## src/rtl/gpio_pkg.sv

```systemverilog
package gpio_pkg;
  localparam int REG_AW = 3;
  localparam logic [REG_AW-1:0] OFF_DIR  = 3'd0;
  localparam logic [REG_AW-1:0] OFF_DATA = 3'd1;
  localparam logic [REG_AW-1:0] OFF_CFG  = 3'd3;
  localparam logic [REG_AW-1:0] OFF_STAT = 3'd4;

  // field bit 0: falling edge, field bit 1: rising edge
  function automatic logic edge_hit(input logic [1:0] mode, input logic prev, input logic cur);
    return (mode[0] & prev & ~cur) | (mode[1] & ~prev & cur);
  endfunction

  // a new hit has priority over a clear request
  function automatic logic flag_next(input logic flag, input logic hit, input logic clr);
    return hit | (flag & ~clr);
  endfunction
endpackage

```

## src/rtl/gpio_sync2.sv

```systemverilog
module gpio_sync2 (
  input  logic clk,
  input  logic rst_n,
  input  logic d_async,
  output logic q_sync
);
  logic s1_q, s2_q;

  always_ff @(posedge clk) begin
    if (!rst_n) begin
      s1_q <= 1'b0;
      s2_q <= 1'b0;
    end else begin
      s1_q <= d_async;
      s2_q <= s1_q;
    end
  end

  assign q_sync = s2_q;
endmodule

```

## src/rtl/gpio_edge_ch.sv

```systemverilog
module gpio_edge_ch
  import gpio_pkg::*;
(
  input  logic       clk,
  input  logic       rst_n,
  input  logic       pin_async,
  input  logic [1:0] mode,
  input  logic       clr,
  output logic       level,
  output logic       hit,
  output logic       flag
);
  logic prev_q;
  logic flag_q;

  gpio_sync2 u_sync (
    .clk     (clk),
    .rst_n   (rst_n),
    .d_async (pin_async),
    .q_sync  (level)
  );

  always_ff @(posedge clk) begin
    if (!rst_n) begin
      prev_q <= 1'b0;
      flag_q <= 1'b0;
    end else begin
      prev_q <= level;
      flag_q <= flag_next(flag_q, hit, clr);
    end
  end

  assign hit  = edge_hit(mode, prev_q, level);
  assign flag = flag_q;
endmodule

```

## src/rtl/fdgpio_edge.sv

```systemverilog
module fdgpio_edge
  import gpio_pkg::*;
#(
  parameter int N_OUT = 4,
  parameter int N_IN  = 4
) (
  input  logic              clk,
  input  logic              rst_n,
  input  logic [REG_AW-1:0] addr,
  input  logic              wr_en,
  input  logic [7:0]        wdata,
  input  logic              rd_en,
  output logic [7:0]        rdata,
  output logic [N_OUT-1:0]  pin_out,
  input  logic [N_IN-1:0]   pin_in,
  output logic              irq
);
  localparam int DW    = N_OUT + N_IN;
  localparam int CFG_W = 2 * N_IN;

  logic [N_OUT-1:0] out_q;
  logic [CFG_W-1:0] cfg_q;
  logic [N_IN-1:0]  level_vec;
  logic [N_IN-1:0]  hit_vec;
  logic [N_IN-1:0]  status_q;
  logic [N_IN-1:0]  en_vec;
  logic [N_IN-1:0]  clr_vec;
  logic             wr_data, wr_cfg, wr_stat;

  assign wr_data = wr_en && (addr == OFF_DATA);
  assign wr_cfg  = wr_en && (addr == OFF_CFG);
  assign wr_stat = wr_en && (addr == OFF_STAT);
  assign clr_vec = wr_stat ? wdata[N_IN-1:0] : '0;

  always_ff @(posedge clk) begin
    if (!rst_n) begin
      out_q <= '0;
      cfg_q <= '0;
    end else begin
      if (wr_data) out_q <= wdata[N_OUT-1:0];
      if (wr_cfg)  cfg_q <= wdata[CFG_W-1:0];
    end
  end

  for (genvar k = 0; k < N_IN; k++) begin : g_in
    gpio_edge_ch u_ch (
      .clk       (clk),
      .rst_n     (rst_n),
      .pin_async (pin_in[k]),
      .mode      (cfg_q[2*k+1:2*k]),
      .clr       (clr_vec[k]),
      .level     (level_vec[k]),
      .hit       (hit_vec[k]),
      .flag      (status_q[k])
    );
    assign en_vec[k] = |cfg_q[2*k+1:2*k];
  end

  always_comb begin
    rdata = '0;
    if (rd_en) begin
      case (addr)
        OFF_DIR:  rdata[N_OUT-1:0] = '1;
        OFF_DATA: rdata[DW-1:0]    = {level_vec, out_q};
        OFF_CFG:  rdata[CFG_W-1:0] = cfg_q;
        OFF_STAT: rdata[N_IN-1:0]  = status_q;
        default:  rdata = '0;
      endcase
    end
  end

  assign pin_out = out_q;
  assign irq     = |status_q;
endmodule

```

## config.mk

```make
export PLATFORM = sky130hd
export DESIGN_NAME = fdgpio_edge
export DESIGN_NICKNAME = d
export VERILOG_FILES = /design/src/rtl/gpio_pkg.sv /design/src/rtl/gpio_sync2.sv /design/src/rtl/gpio_edge_ch.sv /design/src/rtl/fdgpio_edge.sv
export SDC_FILE = /design/constraint.sdc
export NUM_CORES = 1
export LEC_CHECK = 0
export ABC_AREA = 1
export BUFFER_PORTS_ARGS = -buffer_cell sky130_fd_sc_hd__buf_2
export CAP_MARGIN = 10
export CORE_MARGIN = 5
export CORE_UTILIZATION = 50
export CTS_CLUSTER_SIZE = 25
export DETAILED_ROUTE_END_ITERATION = 7
export PLACE_DENSITY = 0.75
export SLEW_MARGIN = 20
export SYNTH_ARGS = -nofsm -noshare
export SYNTH_HDL_FRONTEND = slang
export SYNTH_SLANG_ARGS = --single-unit
```

## constraint.sdc

```tcl
create_clock -name clk -period 1.84 [get_ports clk]
set_clock_uncertainty 0.15 [all_clocks]
set_input_delay 0.092 -clock clk [delete_from_list [all_inputs] [get_ports clk]]
set_output_delay 0.092 -clock clk [all_outputs]
set_load 0.005 [all_outputs]
```

# Word-level counts from Yosys, hierarchy flattened
# Cells that the tools add are included.
dict set report word_totals {
  elab_cells 70
  ff_bits 28
  output_inout_bits 13
}
dict set report classes {
  muxes 4
  n_reduce_logical 5
  bitwise_logic 40
  n_eq_ne 3
}
# op n
set ops {}
lappend ops {{$and A1 B1 Y1} 20}
lappend ops {{$pmux W4 S4} 1}
lappend ops {{$not A1 Y1} 12}
lappend ops {{$mux W8} 1}
lappend ops {{$or A1 B1 Y1} 8}
lappend ops {{$pmux W4 S2} 1}
lappend ops {{$mux W4} 1}
lappend ops {{$reduce_or A4 Y1} 1}
lappend ops {{$eq A3 B1 Y1 const B} 1}
lappend ops {{$eq A3 B2 Y1 const B} 1}
lappend ops {{$eq A3 B3 Y1 const B} 1}
lappend ops {{$logic_and A1 B1 Y1} 3}
lappend ops {{$logic_not A3 Y1} 1}

# Depth between registers and ports, before layout
dict set report depth {
  ltp_word 6
  depth_mapped 6
  mapped_depth_nobuf 5
}

# Modules after synthesis
# From an unflattened synthesis, not the netlist that was laid out.
dict set report hier_totals {
  hier_cells 213
  area_unflattened_um2 1357.6
}
# mod instances area_each_um2 seq_area_each_um2 cells_each
set by_module_without_submodules {}
lappend by_module_without_submodules {fdgpio_edge 1 782.0 240.2 133}
lappend by_module_without_submodules {gpio_edge_ch 4 88.8 40.0 14}
lappend by_module_without_submodules {gpio_sync2 4 55.1 40.0 6}

# Worst setup path after synthesis
# OpenSTA, ideal clock, no wires.
dict set report synth_path {
  path_type {input port to output port}
  from {input port addr[2]}
  to {output port rdata[0]}
  arrival_ns 0.706
  setup_slack_ns 0.892
  t_required_ns 1.598
  cell_stages 6
  path_cell_list {inv_1 -> clkbuf_1 -> nand4_1 -> nand3_1 -> nand2_1 -> inv_1}
}
dict set report synth_between {
  elab_chain_len 3
  elab_cells_between_ends 6
  cone_classes {eq/ne: 3; mux: 2; reduce/logical: 1}
}
# item line_no
set synth_lines {}
lappend synth_lines {{start, declared} fdgpio_edge.sv:9} ;# input logic [REG_AW-1:0] addr,
lappend synth_lines {{$eq A3 B3 Y1 (tied with other cells)} fdgpio_edge.sv:62} ;# case (addr)
lappend synth_lines {{$pmux W4 S4 (*)} fdgpio_edge.sv:62}
lappend synth_lines {{$mux W8 (*)} fdgpio_edge.sv:61} ;# if (rd_en) begin
lappend synth_lines {{end, declared} fdgpio_edge.sv:13} ;# output logic [7:0] rdata,
# Mark *: on every way between the ends. The rest lies on a longest branch, timed or not.

# Worst setup path in the final report
dict set report layout_path {
  from {input port addr[0]}
  to {register cfg_q[2]}
}
dict set report layout_between {
  elab_chain_len 2
}
# item line_no
set layout_lines {}
lappend layout_lines {{$eq A3 B2 Y1} fdgpio_edge.sv:31} ;# assign wr_cfg = wr_en && (addr == OFF_CFG);
lappend layout_lines {{$logic_and A1 B1 Y1} fdgpio_edge.sv:31}
lappend layout_lines {{end signal, assigned} fdgpio_edge.sv:41} ;# if (wr_cfg) cfg_q <= wdata[CFG_W-1:0];
lappend layout_lines {{end, declared} fdgpio_edge.sv:22} ;# logic [CFG_W-1:0] cfg_q;
# No other way between the ends.
# A chain may end at the register's enable or synchronous reset.

==> run metrics <==
status complete, no violations; placed cell areas ~0.0014 mm^2; worst-case vdd ir drop about 0.00064 V; HPWL after DPL around 2.3 mm; worst skew pair latency 0.34 ns; fillcell total 215; Pre-Repair DR Iteration Count 4; clock-pin transition on the worst setup and hold timing paths roughly 0.15 ns; Routed WL 3.61 mm; fin worst setup slack 0.297 ns; Root Buffer clkbuf_4; n_diodes 0; Reg power frac just under 60%; layout cell share with drive strength beyond 1 roughly 15%; initial core utilization 52.2%; die span in x between 60 and 70 um; GR Util All Layers 21.1%; input/output buffers 31; final instance area approximately 0.0017 mm^2; CP startpoint kind input pin; Sw Ratio between 20 and 30%; distinct cell type count after synthesis 14; Post-CTS Setup Bufs 0; RSZ-0062 raised after global routing no; Routed WL per cell ~13 um; worst min path class input pin to register; die height roughly 60 um; endpoint class of the critical path register; final hold slack roughly 0.011 ns; # placed instances between 200 and 250; Synth warnings 0; Sequential Area 561 um^2; drt initial violations about 150; ANT nets after route 0; post-route DRC violation count 0; total gr overflow 0; core area 0.00245 mm^2; area of the multi-input gates about 550 um^2; Worst R2R Path Depth 4; setup slack at placement between 0.3 and 0.4 ns; Clk pwr share 27.9%; Internal Dissipation between 0.8 and 0.9 mW; CP Launch Point addr[0]; largest net degree at the start of global routing 18; Post-Route Setup TNS 0 ns; Pleak about 0.85 nW; final core occ between 60% and 70%; Setup-failing EPs final 0; number of global-route vias before repair about 1,400; synthesized area ~0.0013 mm^2; worst-margin pin slew 0.487 ns; final slew viol count 0; P per Cell Area roughly 650 mW/mm^2; Syn Nets 213; Hold Violations, Final 0; CTS tree built; CTS sink cnt 28; Placement Rows 18; overall power between 1 and 1.5 mW; worst rel slew slack 67.4%; commonest cells after routing, fill and taps aside 56 x nand2_1, 35 x inv_1, 31 x buf_2; # Max-Cap Violations 0; clock tree buffer depth 2; CP Max Fanout 13; power share of the combinational group between 10% and 20%; die area around 0.0037 mm^2; syn avg cell area roughly 6.6 um^2; Nets 265; register area share after synthesis 43.7%; FF-to-FF End g_in[0].u_ch.flag$_SDFF_PN0_; via/cell ratio between 5 and 6; commonest non-fill, non-tap cell in the layout nand2_1; Area Overhead vs Synth 32.7%; deepest level of the CTS H-tree 1; fin crit period around 1.5 ns; number of synthesized register bits 28; vias about 1,500; routability cong. around 0.9; NetSw ~0.29 mW; CP Class input pin to register; Mapped Cells about 190; Tcrit/Tclk final a little over four fifths; FF-to-FF setup slack 0.81 ns; Final Non-Filler Cells between 200 and 300; initial antenna violation count 0; Ports 32; fmax roughly 650 MHz; Data arrival, critical path 1.68 ns; Num CTS Buffers 3; crit path to cfg_q[2]$_SDFFE_PN0P_; CP required 1.98 ns; first-pass GRT wire length approximately 5.9 mm; FF-to-FF Start cfg_q[1]$_SDFFE_PN0P_
==> cell families after synthesis <==
kind of cell	Yosys count	share of synthesized area, %
simple gates	99	33.2
buf+inv	43	13.7
flops	28	43.8
compound gates	24	9.38
==> final cells by class <==
| class | instances | area share (%) |
|---|---|---|
| inverter | 36 | 7.95 |
| tap | 30 | 2.21 |
| clock buffer | 4 | 2.13 |
| sequential | 28 | 33.0 |
| multi-input combinational | 123 | 32.1 |
| timing repair buffer | 54 | 22.7 |
==> Yosys cell counts <==
cell      number  share of area [%]
nand2_1       56                 16
inv_1         35                 10
dfxtp_1       28                 44
nand3_1       17                6.6
a21oi_1       16                6.3
nor2_1        13                3.8
nand4_1       12                5.9
o21ai_0        8                3.1
clkbuf_1       3               0.88
buf_2          2               0.78
buf_6          1               0.88
clkbuf_4       1               0.59
clkinv_1       1               0.29
nor2_2         1               0.49
==> critical path, stage by stage <==
cell and delay (ns):
buf_2 0.20, nand2_1 0.09, nor2_2 0.39, nand3_1 0.16, dlygate4sd3_1 0.61, a21oi_1 0.14
==> metal layers <==
| layer | up-vias | part of all wire [%] | GRT usage (%) |
|---|---|---|---|
| met3 | 11 | 8.6 | 2.98 |
| met4 | 0 | 2.6 | 12.4 |
| met5 | - | 0 | 0 |
| met2 | 85 | 49 | 36.8 |
| li1 | 710 | - | - |
| met1 | 663 | 40 | 24.4 |
==> worst min-delay path by stage <==
stage,startpoint,endpoint,cells past startpoint
after global placement,pin_in[2],g_in[2].u_ch.u_sync.s1_q$_SDFF_PN0_,3
after global routing,wr_en,cfg_q[0]$_SDFFE_PN0P_,3
final,wr_en,cfg_q[0]$_SDFFE_PN0P_,3
after CTS,wr_en,cfg_q[0]$_SDFFE_PN0P_,3
after detailed placement,pin_in[0],g_in[0].u_ch.u_sync.s1_q$_SDFF_PN0_,3
after floorplan,pin_in[0],g_in[0].u_ch.u_sync.s1_q$_SDFF_PN0_,2
==> power groups by stage <==
| stage | logic [mW] | registers, mW | clock network (mW) |
|---|---|---|---|
| CTS | 0.151 | 0.642 | 0.308 |
| detailed placement | 0.120 | 0.655 | 0 |
| floorplan | 0.0736 | 0.651 | 0 |
| finish | 0.156 | 0.643 | 0.309 |
| global placement | 0.114 | 0.655 | 0 |
| global route | 0.173 | 0.646 | 0.339 |
==> repair_timing <==
action	4_1_cts	5_1_grt
hold buffers	23	0
gates resized for setup	0	0
hold endpoints to repair	28	0
==> flip-flops by register name, summed over array words and instances (netlist names) <==
name	flops
g_in.u_ch.flag	4
pin_out	4
g_in.u_ch.u_sync.s1_q	4
cfg_q	8
g_in.u_ch.u_sync.q_sync	4
g_in.u_ch.prev_q	4
Power figures use the tool's default switching activity.
